$ cat src/rtl/uartdma_pkg.sv
package uartdma_pkg;
  typedef struct packed {
    logic rxPush;
    logic rxPop;
    logic txPush;
    logic txPop;
  } fifoStrobe_t;

  localparam logic [2:0] ADDR_DATA   = 3'd0;
  localparam logic [2:0] ADDR_RXTHR  = 3'd1;
  localparam logic [2:0] ADDR_TXTHR  = 3'd2;
  localparam logic [2:0] ADDR_IEN    = 3'd3;
  localparam logic [2:0] ADDR_STATUS = 3'd4;
  localparam logic [2:0] ADDR_TPC    = 3'd5;
endpackage

$ cat src/rtl/uartdma_fifo.sv
module uartdma_fifo #(
  parameter int DEPTH = 64,
  parameter int WIDTH = 8,
  localparam int AW = $clog2(DEPTH),
  localparam int LVLW = AW + 1
) (
  input  logic             clk,
  input  logic             rstN,
  input  logic             push,
  input  logic             pop,
  input  logic [WIDTH-1:0] din,
  output logic [WIDTH-1:0] dout,
  output logic [LVLW-1:0]  level
);
  logic [WIDTH-1:0] mem [DEPTH];
  logic [AW-1:0] wrPtr, rdPtr;

  function automatic logic [AW-1:0] nextPtr(input logic [AW-1:0] p);
    return (p == AW'(DEPTH - 1)) ? '0 : p + AW'(1);
  endfunction

  always_ff @(posedge clk) begin
    if (push) mem[wrPtr] <= din;
  end

  always_ff @(posedge clk) begin
    if (!rstN) begin
      wrPtr <= '0;
      rdPtr <= '0;
      level <= '0;
    end else begin
      if (push) wrPtr <= nextPtr(wrPtr);
      if (pop)  rdPtr <= nextPtr(rdPtr);
      case ({push, pop})
        2'b10:   level <= level + LVLW'(1);
        2'b01:   level <= level - LVLW'(1);
        default: level <= level;
      endcase
    end
  end

  assign dout = mem[rdPtr];
endmodule

$ cat src/rtl/uartdma_datapath.sv
module uartdma_datapath
  import uartdma_pkg::*;
#(
  parameter int DEPTH = 64,
  localparam int LVLW = $clog2(DEPTH) + 1
) (
  input  logic            clk,
  input  logic            rstN,
  input  fifoStrobe_t     strobe,
  input  logic [7:0]      rxByte,
  input  logic [7:0]      txWdata,
  output logic [7:0]      rxHead,
  output logic [7:0]      txHead,
  output logic [LVLW-1:0] rxLevel,
  output logic [LVLW-1:0] txLevel
);
  logic [1:0]      pushV, popV;
  logic [7:0]      dinV  [2];
  logic [7:0]      doutV [2];
  logic [LVLW-1:0] lvlV  [2];

  assign pushV = {strobe.txPush, strobe.rxPush};
  assign popV  = {strobe.txPop,  strobe.rxPop};
  assign dinV[0] = rxByte;
  assign dinV[1] = txWdata;

  for (genvar g = 0; g < 2; g++) begin : gFifo
    uartdma_fifo #(.DEPTH(DEPTH), .WIDTH(8)) uFifo (
      .clk(clk), .rstN(rstN),
      .push(pushV[g]), .pop(popV[g]),
      .din(dinV[g]), .dout(doutV[g]), .level(lvlV[g])
    );
  end

  assign rxHead  = doutV[0];
  assign txHead  = doutV[1];
  assign rxLevel = lvlV[0];
  assign txLevel = lvlV[1];
endmodule

$ cat src/rtl/uartdma_control.sv
module uartdma_control
  import uartdma_pkg::*;
#(
  parameter int DEPTH = 64,
  parameter int TPCW = 8,
  localparam int LVLW = $clog2(DEPTH) + 1,
  localparam int TMOW = TPCW + 2,
  localparam int RXTHR_RST = (DEPTH * 3) / 4
) (
  input  logic            clk,
  input  logic            rstN,
  input  logic            bitTick,
  input  logic            rxByteValid,
  input  logic            dmaRxRead,
  input  logic            dmaTxWrite,
  input  logic            txPopIn,
  input  logic            regWe,
  input  logic            regRe,
  input  logic [2:0]      regAddr,
  input  logic [7:0]      regWdata,
  input  logic [7:0]      rxHead,
  input  logic [LVLW-1:0] rxLevel,
  input  logic [LVLW-1:0] txLevel,
  output fifoStrobe_t     strobe,
  output logic            rxDmaReq,
  output logic            txDmaReq,
  output logic [7:0]      regRdata,
  output logic            irq
);
  logic [LVLW-1:0] rxThr, txThr, rxCnt, txCnt, txFree;
  logic [TPCW-1:0] tpcReg;
  logic [TMOW-1:0] tmoCnt, tmoLimit;
  logic [7:0]      ienReg;
  logic            rxBurst, txBurst, rxCause, tmoFlag, ovrFlag;
  logic            rxEmpty, rxFull, txFull, dmaRdOk, dmaWrOk, pollRd, tmoArmed;

  function automatic logic [LVLW-1:0] clampThr(input logic [7:0] v);
    if (v == 8'd0)             return LVLW'(1);
    else if (v > 8'(DEPTH))    return LVLW'(DEPTH);
    else                       return LVLW'(v);
  endfunction

  assign rxEmpty  = (rxLevel == '0);
  assign rxFull   = (rxLevel == LVLW'(DEPTH));
  assign txFull   = (txLevel == LVLW'(DEPTH));
  assign txFree   = LVLW'(DEPTH) - txLevel;
  assign pollRd   = regRe && (regAddr == ADDR_DATA);
  assign dmaRdOk  = dmaRxRead && !rxEmpty;
  assign dmaWrOk  = dmaTxWrite && !txFull;

  assign strobe.rxPush = rxByteValid && !rxFull;
  assign strobe.rxPop  = (dmaRxRead || pollRd) && !rxEmpty;
  assign strobe.txPush = dmaWrOk;
  assign strobe.txPop  = txPopIn && (txLevel != '0);

  // receive burst: opens at threshold, closes after threshold-many DMA reads
  always_ff @(posedge clk) begin
    if (!rstN) begin
      rxBurst <= 1'b0;
      rxCnt   <= '0;
    end else if (rxBurst) begin
      if (dmaRdOk) begin
        rxCnt <= rxCnt + LVLW'(1);
        if ((rxCnt + LVLW'(1)) >= rxThr) rxBurst <= 1'b0;
      end
    end else if (rxLevel >= rxThr) begin
      rxBurst <= 1'b1;
      rxCnt   <= '0;
    end
  end

  // transmit burst: opens when room for a burst, closes after threshold-many writes
  always_ff @(posedge clk) begin
    if (!rstN) begin
      txBurst <= 1'b0;
      txCnt   <= '0;
    end else if (txBurst) begin
      if (dmaWrOk) begin
        txCnt <= txCnt + LVLW'(1);
        if ((txCnt + LVLW'(1)) >= txThr) txBurst <= 1'b0;
      end
    end else if (txFree >= txThr) begin
      txBurst <= 1'b1;
      txCnt   <= '0;
    end
  end

  assign rxDmaReq = rxBurst;
  assign txDmaReq = txBurst;

  // character timeout
  assign tmoArmed = !rxEmpty && (rxLevel < rxThr);
  assign tmoLimit = {tpcReg, 2'b00} - TMOW'(1);

  always_ff @(posedge clk) begin
    if (!rstN) begin
      tmoCnt  <= '0;
      tmoFlag <= 1'b0;
    end else if (strobe.rxPush || strobe.rxPop || !tmoArmed) begin
      tmoCnt  <= '0;
      tmoFlag <= 1'b0;
    end else if (bitTick && !tmoFlag) begin
      if (tmoCnt == tmoLimit) tmoFlag <= 1'b1;
      else                    tmoCnt  <= tmoCnt + TMOW'(1);
    end
  end

  // cause flags
  always_ff @(posedge clk) begin
    if (!rstN) begin
      rxCause <= 1'b0;
      ovrFlag <= 1'b0;
    end else begin
      if (!rxBurst && (rxLevel >= rxThr)) rxCause <= 1'b1;
      else if (dmaRdOk)                   rxCause <= 1'b0;
      if (rxByteValid && rxFull)          ovrFlag <= 1'b1;
      else if (regWe && (regAddr == ADDR_STATUS) && regWdata[2]) ovrFlag <= 1'b0;
    end
  end

  // configuration registers
  always_ff @(posedge clk) begin
    if (!rstN) begin
      rxThr  <= LVLW'(RXTHR_RST);
      txThr  <= LVLW'(1);
      ienReg <= '0;
      tpcReg <= TPCW'(10);
    end else if (regWe) begin
      case (regAddr)
        ADDR_RXTHR: rxThr  <= clampThr(regWdata);
        ADDR_TXTHR: txThr  <= clampThr(regWdata);
        ADDR_IEN:   ienReg <= regWdata;
        ADDR_TPC:   tpcReg <= (regWdata == 8'd0) ? TPCW'(1) : TPCW'(regWdata);
        default: ;
      endcase
    end
  end

  always_comb begin
    case (regAddr)
      ADDR_DATA:   regRdata = rxHead;
      ADDR_RXTHR:  regRdata = 8'(rxThr);
      ADDR_TXTHR:  regRdata = 8'(txThr);
      ADDR_IEN:    regRdata = ienReg;
      ADDR_STATUS: regRdata = {5'b0, ovrFlag, tmoFlag, rxCause};
      ADDR_TPC:    regRdata = 8'(tpcReg);
      default:     regRdata = 8'h00;
    endcase
  end

  assign irq = (rxCause && ienReg[0]) || (tmoFlag && ienReg[7]);
endmodule

$ cat src/rtl/uart_fifo_dma_req.sv
module uart_fifo_dma_req
  import uartdma_pkg::*;
#(
  parameter int DEPTH = 64,
  parameter int TPCW = 8,
  localparam int LVLW = $clog2(DEPTH) + 1
) (
  input  logic       clk,
  input  logic       rstN,
  input  logic       bitTick,
  input  logic       rxByteValid,
  input  logic [7:0] rxByte,
  input  logic       dmaRxRead,
  output logic [7:0] rxData,
  output logic       rxDmaReq,
  input  logic       dmaTxWrite,
  input  logic [7:0] dmaTxData,
  output logic       txDmaReq,
  input  logic       txPop,
  output logic [7:0] txByte,
  output logic       txValid,
  input  logic       regWe,
  input  logic       regRe,
  input  logic [2:0] regAddr,
  input  logic [7:0] regWdata,
  output logic [7:0] regRdata,
  output logic       irq
);
  fifoStrobe_t     strobe;
  logic [7:0]      rxHead;
  logic [LVLW-1:0] rxLevel, txLevel;

  uartdma_datapath #(.DEPTH(DEPTH)) uDp (
    .clk(clk), .rstN(rstN), .strobe(strobe),
    .rxByte(rxByte), .txWdata(dmaTxData),
    .rxHead(rxHead), .txHead(txByte),
    .rxLevel(rxLevel), .txLevel(txLevel)
  );

  uartdma_control #(.DEPTH(DEPTH), .TPCW(TPCW)) uCtrl (
    .clk(clk), .rstN(rstN), .bitTick(bitTick),
    .rxByteValid(rxByteValid), .dmaRxRead(dmaRxRead),
    .dmaTxWrite(dmaTxWrite), .txPopIn(txPop),
    .regWe(regWe), .regRe(regRe), .regAddr(regAddr), .regWdata(regWdata),
    .rxHead(rxHead), .rxLevel(rxLevel), .txLevel(txLevel),
    .strobe(strobe), .rxDmaReq(rxDmaReq), .txDmaReq(txDmaReq),
    .regRdata(regRdata), .irq(irq)
  );

  assign rxData  = rxHead;
  assign txValid = (txLevel != '0);
endmodule

$ cat config.mk
export PLATFORM = sky130hd
export DESIGN_NAME = uart_fifo_dma_req
export DESIGN_NICKNAME = d
export VERILOG_FILES = /design/src/rtl/uartdma_pkg.sv /design/src/rtl/uartdma_fifo.sv /design/src/rtl/uartdma_datapath.sv /design/src/rtl/uartdma_control.sv /design/src/rtl/uart_fifo_dma_req.sv
export SDC_FILE = /design/constraint.sdc
export NUM_CORES = 1
export LEC_CHECK = 0
export ABC_CLOCK_PERIOD_IN_PS = 8700
export BUFFER_PORTS_ARGS = -buffer_cell sky130_fd_sc_hd__buf_2
export CAP_MARGIN = 30
export CORE_MARGIN = 8
export CORE_UTILIZATION = 40
export CTS_BUF_LIST = sky130_fd_sc_hd__clkbuf_8
export CTS_CLUSTER_SIZE = 30
export DETAILED_ROUTE_END_ITERATION = 6
export PLACE_DENSITY = 0.51
export SLEW_MARGIN = 20
export SYNTH_ARGS = -nofsm -noshare
export SYNTH_HDL_FRONTEND = slang
export SYNTH_HIERARCHICAL = 1
export SYNTH_SLANG_ARGS = --single-unit
$ cat constraint.sdc
create_clock -name clk -period 8.7 [get_ports clk]
set_clock_uncertainty 0.15 [all_clocks]
set_input_delay 1.74 -clock clk [delete_from_list [all_inputs] [get_ports clk]]
set_output_delay 1.74 -clock clk [all_outputs]
set_load 0.1 [all_outputs]
==> results of run 1 <==
cell type report:
cell class	count	area, µm²	share of cell area (%)
Multi-Input combinational cell	1291	12300	23.8
Inverter	32	120	0.233
Clock inverter	139	669	1.30
Antenna cell	2	5.00	0.00969
Clock buffer	197	2710	5.25
Tap cell	1512	1890	3.66
Timing Repair Buffer	130	978	1.90
Sequential cell	1133	33000	63.8
layout by cell type (no fill, tap or decap), types with 41 or more instances in the layout:
cell type,instances
nand2_1,140
o21ai_0,52
clkinv_1,41
ha_1,43
mux4_2,257
dfxtp_1,101
mux2i_1,66
edfxtp_1,1024
buf_2,63
clkbuf_8,197
a21oi_1,73
nand3_1,60
buf_4,54
nor2_1,205
inv_1,93
report_power, final:
group | internal [W] | switching (W) | total [W]
registers | 0.00602 | 0.000234 | 0.00626
clock network | 0.00217 | 0.00206 | 0.00424
logic | 0.000919 | 0.00142 | 0.00234
sequential cells by signal (all words and copies together), names as in the netlist, named ones only:
| name | cells |
|---|---|
| uCtrl/rxCause | 1 |
| uCtrl/rxCnt | 7 |
| uCtrl/rxThr | 7 |
| uDp/gFifo.uFifo/mem | 1024 |
| uCtrl/tmoCnt | 10 |
| uCtrl/ovrFlag | 1 |
| uCtrl/tpcReg | 8 |
| uCtrl/txDmaReq | 1 |
| uCtrl/txCnt | 7 |
| uDp/gFifo.uFifo/rdPtr | 12 |
| uCtrl/tmoFlag | 1 |
| uDp/gFifo.uFifo/level | 14 |
| uCtrl/ienReg | 8 |
| uCtrl/rxDmaReq | 1 |
| uCtrl/txThr | 7 |
| uDp/gFifo.uFifo/wrPtr | 12 |
worst register-to-register path, delay by kind of cell, from the launching register on:
kind | cells | cell delay [ns]
AO/OA/AOI/OAI | 1 | 0.58
buffers and inverters | 2 | 0.41
adder cells (fa/ha/maj) | 1 | 0.27
flip-flops | 1 | 0.48
AND/OR/NAND/NOR | 4 | 2.02
worst min path at each step:
stage,slack [ns],from,depth (start not counted),to
after floorplan,0.29,uCtrl/ienReg[3]$_SDFFE_PN0P_,2,uCtrl/ienReg[3]$_SDFFE_PN0P_
after global placement,0.30,uCtrl/ienReg[6]$_SDFFE_PN0P_,2,uCtrl/ienReg[6]$_SDFFE_PN0P_
after detailed placement,0.30,uCtrl/ienReg[6]$_SDFFE_PN0P_,2,uCtrl/ienReg[6]$_SDFFE_PN0P_
after CTS,0.31,uCtrl/ienReg[1]$_SDFFE_PN0P_,2,uCtrl/ienReg[1]$_SDFFE_PN0P_
after global routing,0.33,uCtrl/ienReg[1]$_SDFFE_PN0P_,2,uCtrl/ienReg[1]$_SDFFE_PN0P_
final,0.31,uCtrl/ienReg[1]$_SDFFE_PN0P_,2,uCtrl/ienReg[1]$_SDFFE_PN0P_
per-layer routing:
metal	GRT usage (%)	vias up	part of all wire (%)
li1	-	10800	-
met1	24.6	12900	44
met2	28.1	843	48
met3	3.64	176	6.6
met4	4.78	2	2.0
met5	0	-	0.012
cells by family (layout without fill, tap and decap cells):
family                     after synthesis  after routing  synth area share [%]
AOI/OAI and AO/OA                      284            284                  4.09
xor gates and xnor gates                50             50                 0.967
adders and majority gates               43             43                  1.17
buffers and inverters                  170            498                  1.89
DFF                                   1133           1133                  71.5
muxes                                  335            335                  14.5
other                                    0              2                     0
and+or+nand+nor                        579            579                  5.86
metrics by stage:
step                cell area (µm²)  hold slack, ns  setup WS, ns  std cells
floorplan                     46100           0.286         0.875       2594
global placement              47800           0.296          2.61       4060
detailed placement            48100           0.301          2.60       4075
CTS                           51400           0.309          1.63       4411
global route                  51600           0.329          1.51       4436
finish                        51600           0.313          1.86       4436
==> results.sh, run 1 <==
export IMPL_rsz0062_at_grt="no"
export IMPL_grt_ovfl_total=0
export IMPL_antenna_found_initial=3
export IMPL_dieArea_mm2=0.126
export IMPL_max_vdd_ir_drop_mv=0.138
export IMPL_grt_pass1_wl_um=167000
export IMPL_crit_path_start_kind="flip-flop"
export IMPL_critPathMaxStageDelay_ns=0.81
export IMPL_worst_path_stages=9
export IMPL_powerDensity_mw_per_mm2=249
export IMPL_drt_wirelength_per_cell_um=25.4
export IMPL_worstMarginPinSlew_ns=1.07
export IMPL_max_slew_margin_rel_pct=28.2
export IMPL_fin_crit_sh_pct=78.7
export IMPL_fp_dieH_um=355
export IMPL_ant_nets=0
export IMPL_synth_area_leaders="edfxtp_1, mux4_2, dfxtp_1, nor2_1, mux2i_1"
export IMPL_synth_seq_cells=1133
export IMPL_tns_ns=0
export IMPL_grt_pass1_vias=25300
export IMPL_path_buf_inv=2
export IMPL_gr_usage_all_layers_pct=17.6
export IMPL_ys_warn_count=6
export IMPL_path_class="flip-flop to output port"
export IMPL_synthCells=2594
export IMPL_cts_resized=0
export IMPL_drive_gt1_share_pct=22.3
export IMPL_n_fill_cell=9792
export IMPL_synth_top_area_cell="edfxtp_1"
export IMPL_initial_core_util_pct=40.3
export IMPL_drt_vias_per_instance=5.58
export IMPL_synth_edff_count=1024
export IMPL_syn_to_final_growth_pct=12.1
export IMPL_grt_start_max_net_pins=97
export IMPL_seq_area_frac_synth_pct=71.5
export IMPL_num_rows=124
export IMPL_path_cells="buf_12 > mux4_2 > mux2i_1 > o22ai_1 > nor2_1 > o21ai_0 > mux4_2 > a22o_1 > buf_2"
export IMPL_cts_buffer_depth=3
export IMPL_hp_class="flip-flop to flip-flop"
export IMPL_vias=24800
export IMPL_clkSinkCount=1133
export IMPL_arrival_ns=4.95
export IMPL_final_max_slew_viol_count=0
export IMPL_port_buffers=63
export IMPL_worstReg2RegEnd="uDp/gFifo[1].uFifo/mem[30][1]$_DFFE_PP_"
export IMPL_r2r_start="uDp/gFifo[1].uFifo/level[0]$_SDFFE_PN0P_"
export IMPL_cts_inserted_buffers=186
export IMPL_final_hold_violation_count=0
export IMPL_r2r_setup_slack_ns=4.42
export IMPL_max_freq_mhz=146
export IMPL_fin_util_pct=45.2
export IMPL_cts_htree_levels=4
export IMPL_post_route_drc_count=0
export IMPL_ys_types=69
export IMPL_worstSetupEndpointType="output port"
export IMPL_drt_iter0_markers=2188
export IMPL_power_leakage_nw=16.3
export IMPL_cts_tree="yes"
export IMPL_fp_dieW_um=355
export IMPL_p_total_w=0.0128
export IMPL_root_buffer="clkbuf_8"
export IMPL_hpwl_um=69000
export IMPL_cap_violations=0
export IMPL_cp_top_family="multiplexers"
export IMPL_cts_setup_buffers=0
export IMPL_syn_avg_cell_area_um2=17.8
export IMPL_clock_latency_ns=0.83
export IMPL_reg2reg_depth=8
export IMPL_synth_common_cells="edfxtp_1, mux4_2, nor2_1, nand2_1, dfxtp_1"
export IMPL_status="completed"
export IMPL_worstPathMaxFanout=65
export IMPL_cts_clk_slew_worst_paths_ns=0.06
export IMPL_netlist_area_mm2=0.0461
export IMPL_nNetsFinal=2853
export IMPL_final_period_minus_worst_setup_slack_ns=6.84
export IMPL_synth_most_common_cell="edfxtp_1"
export IMPL_first_pass_iters=5
export IMPL_critPathSlowestCell="dfxtp_4"
export IMPL_io_pins=64
export IMPL_drt_wl_total_um=113000
export IMPL_crit_path_frequent_cell="mux4_2"
export IMPL_ctsHoldBuffers=0
export IMPL_crit_end="regRdata[1]"
export IMPL_finalSetupViolations=0
export IMPL_ys_async_sr_fraction_pct=0
export IMPL_core_area_mm2=0.114
export IMPL_place_gp_congestion=0.828
export IMPL_syn_nets=2673
export IMPL_synth_ff_type="edfxtp_1"
export IMPL_cp_required_ns=6.81
export IMPL_synth_top_area_share_pct=66.7
Note: power is estimated with default switching activity, not from simulation.
==> inputs of run 2 (changes only) <==
--- a/config.mk
+++ b/config.mk
@@ -5,7 +5,7 @@
 export SDC_FILE = /design/constraint.sdc
 export NUM_CORES = 1
 export LEC_CHECK = 0
-export ABC_CLOCK_PERIOD_IN_PS = 8700
+export ABC_CLOCK_PERIOD_IN_PS = 7000
 export BUFFER_PORTS_ARGS = -buffer_cell sky130_fd_sc_hd__buf_2
 export CAP_MARGIN = 30
 export CORE_MARGIN = 8
==> constraint.sdc (replaced) <==
create_clock -name clk -period 7 [get_ports clk]
set_clock_uncertainty 0.15 [all_clocks]
set_input_delay 1.4 -clock clk [delete_from_list [all_inputs] [get_ports clk]]
set_output_delay 1.4 -clock clk [all_outputs]
set_load 0.1 [all_outputs]
==> results.sh, run 2 (synthesis results as in run 1) <==
export IMPL_powerDensity_mw_per_mm2=313
export IMPL_cts_htree_levels=4
export IMPL_nNetsFinal=2864
export IMPL_drt_vias_per_instance=5.59
export IMPL_reg_largest_list="uDp/gFifo.uFifo/mem (1024), uDp/gFifo.uFifo/level (14)"
export IMPL_cap_violations=0
export IMPL_num_rows=124
export IMPL_gr_usage_all_layers_pct=17.7
export IMPL_grt_pass1_wl_um=168000
export IMPL_worstReg2RegEnd="uDp/gFifo[1].uFifo/mem[38][5]$_DFFE_PP_"
export IMPL_reg2reg_depth=8
export IMPL_cts_tree="yes"
export IMPL_grt_start_max_net_pins=65
export IMPL_fp_dieH_um=355
export IMPL_core_area_mm2=0.114
export IMPL_post_route_drc_count=0
export IMPL_cts_clk_slew_worst_paths_ns=0.06
export IMPL_worstSetupEndpointType="output port"
export IMPL_arrival_ns=4.73
export IMPL_combPwrFrac_pct=18.7
export IMPL_dpl_cell_count=4089
export IMPL_final_period_minus_worst_setup_slack_ns=6.28
export IMPL_layout_common_cells="edfxtp_1, mux4_2, nor2_1"
export IMPL_seqPwrFrac_pct=47.6
export IMPL_rsz0062_at_grt="no"
export IMPL_max_slew_margin_rel_pct=33.7
export IMPL_worstPathMaxFanout=43
export IMPL_drt_wl_total_um=113000
export IMPL_cp_required_ns=5.45
export IMPL_cts_inserted_buffers=187
export IMPL_fin_crit_sh_pct=89.7
export IMPL_path_class="flip-flop to output port"
export IMPL_drive_gt1_share_pct=22.5
export IMPL_antenna_found_initial=4
export IMPL_fp_dieW_um=355
export IMPL_clkSinkCount=1133
export IMPL_port_buffers=63
export IMPL_status="completed"
export IMPL_crit_end="regRdata[1]"
export IMPL_vias=24900
export IMPL_switching_share_pct=29.0
export IMPL_max_freq_mhz=159
export IMPL_grt_pass1_vias=25400
export IMPL_crit_path_start_kind="flip-flop"
export IMPL_root_buffer="clkbuf_8"
export IMPL_finalSetupViolations=0
export IMPL_ctsHoldBuffers=0
export IMPL_ant_nets=0
export IMPL_hp_class="flip-flop to flip-flop"
export IMPL_worstMarginPinSlew_ns=0.990
export IMPL_clkPwrFrac_pct=33.8
export IMPL_r2r_setup_slack_ns=2.75
export IMPL_largest_register_ffs=1024
export IMPL_max_vdd_ir_drop_mv=0.160
export IMPL_place_gp_congestion=0.815
export IMPL_cts_resized=0
export IMPL_dieArea_mm2=0.126
export IMPL_cts_buffer_depth=3
export IMPL_p_sw_w=0.00471
export IMPL_final_max_slew_viol_count=0
export IMPL_r2r_start="uDp/gFifo[1].uFifo/level[1]$_SDFFE_PN0P_"
export IMPL_first_pass_iters=5
export IMPL_layout_cells_non_filler=4459
export IMPL_syn_to_final_growth_pct=12.5
export IMPL_drt_iter0_markers=2178
export IMPL_hpwl_um=70800
export IMPL_final_hold_violation_count=0
export IMPL_p_int_w=0.0115
export IMPL_power_leakage_nw=16.4
export IMPL_drt_wirelength_per_cell_um=25.4
export IMPL_final_common_cell="edfxtp_1"
export IMPL_grt_ovfl_total=0
export IMPL_p_total_w=0.0162
export IMPL_top_register="uDp/gFifo.uFifo/mem"
export IMPL_clock_latency_ns=0.83
export IMPL_cts_setup_buffers=0
export IMPL_initial_core_util_pct=40.3
export IMPL_io_pins=64
export IMPL_tns_ns=0
run 2: changes by cell type in the layout (fill, tap and decap cells not counted), sizes merged:
cell / change
diode: +4
clkinvlp: +1
bufinv: +4
buf: +10
inv: +8
clkbuf: -1
clkinv: -3
run 2: layer usage:
layer / up-vias / GRT usage (%) / share of wire, %
met5: - / 0 / 0
met4: 0 / 5.40 / 2.6
met3: 212 / 3.80 / 6.0
met2: 764 / 27.6 / 47
met1: 13100 / 25.0 / 45
li1: 10900 / - / -
run 2: area by class of cell:
cell class | instances | area, µm²
diodes | 6 | 15.0
clock buffers | 196 | 2700
clock inverters | 149 | 850
fillers | 9928 | 62500
inverters | 32 | 120
multi-input cells | 1291 | 12300
flip-flops and latches | 1133 | 33000
well taps | 1512 | 1890
repair buffers | 140 | 1010
run 2: per-stage QoR:
| step | setup slack, ns | hold WS (ns) | utilization [%] | area [µm²] |
|---|---|---|---|---|
| after floorplan | 0.0366 | 0.286 | - | 46100 |
| after global placement | 1.40 | 0.292 | 41.9 | 47900 |
| after detailed placement | 1.37 | 0.299 | 42.1 | 48100 |
| after CTS | 0.415 | 0.308 | 45.2 | 51700 |
| after global routing | 0.473 | 0.343 | 45.3 | 51800 |
| final | 0.724 | 0.309 | 45.3 | 51800 |
run 2: worst min path at each step:
stage | from | slack [ns] | endpoint | cells after the start
after floorplan | uCtrl/ienReg[3]$_SDFFE_PN0P_ | 0.29 | uCtrl/ienReg[3]$_SDFFE_PN0P_ | 2
after global placement | uCtrl/ienReg[3]$_SDFFE_PN0P_ | 0.29 | uCtrl/ienReg[3]$_SDFFE_PN0P_ | 2
after detailed placement | uCtrl/ienReg[3]$_SDFFE_PN0P_ | 0.30 | uCtrl/ienReg[3]$_SDFFE_PN0P_ | 2
after CTS | uCtrl/ienReg[3]$_SDFFE_PN0P_ | 0.31 | uCtrl/ienReg[3]$_SDFFE_PN0P_ | 2
after global routing | uCtrl/ienReg[5]$_SDFFE_PN0P_ | 0.34 | uCtrl/ienReg[5]$_SDFFE_PN0P_ | 2
final | uCtrl/ienReg[3]$_SDFFE_PN0P_ | 0.31 | uCtrl/ienReg[3]$_SDFFE_PN0P_ | 2
run 2: critical path, cell delays in order, from the launching register on:
cell and delay, ns:
dfxtp_4 0.87, buf_4 0.46, mux4_2 0.35, mux2i_1 0.29, o22ai_1 0.16, nor2_1 0.33
o21ai_0 0.29, mux4_2 0.51, a22o_1 0.28, buf_2 0.30
run 2: power by group through the flow:
| stage | combinational [W] | sequential [W] | clock, W |
|---|---|---|---|
| 5_1_grt | 0.00324 | 0.00775 | 0.00595 |
| 2_1_floorplan | 0.00233 | 0.00772 | 0 |
| 6_report | 0.00303 | 0.00772 | 0.00548 |
| 3_5_place_dp | 0.00298 | 0.00792 | 0 |
| 4_1_cts | 0.00299 | 0.00778 | 0.00566 |
| 3_3_place_gp | 0.00293 | 0.00791 | 0 |
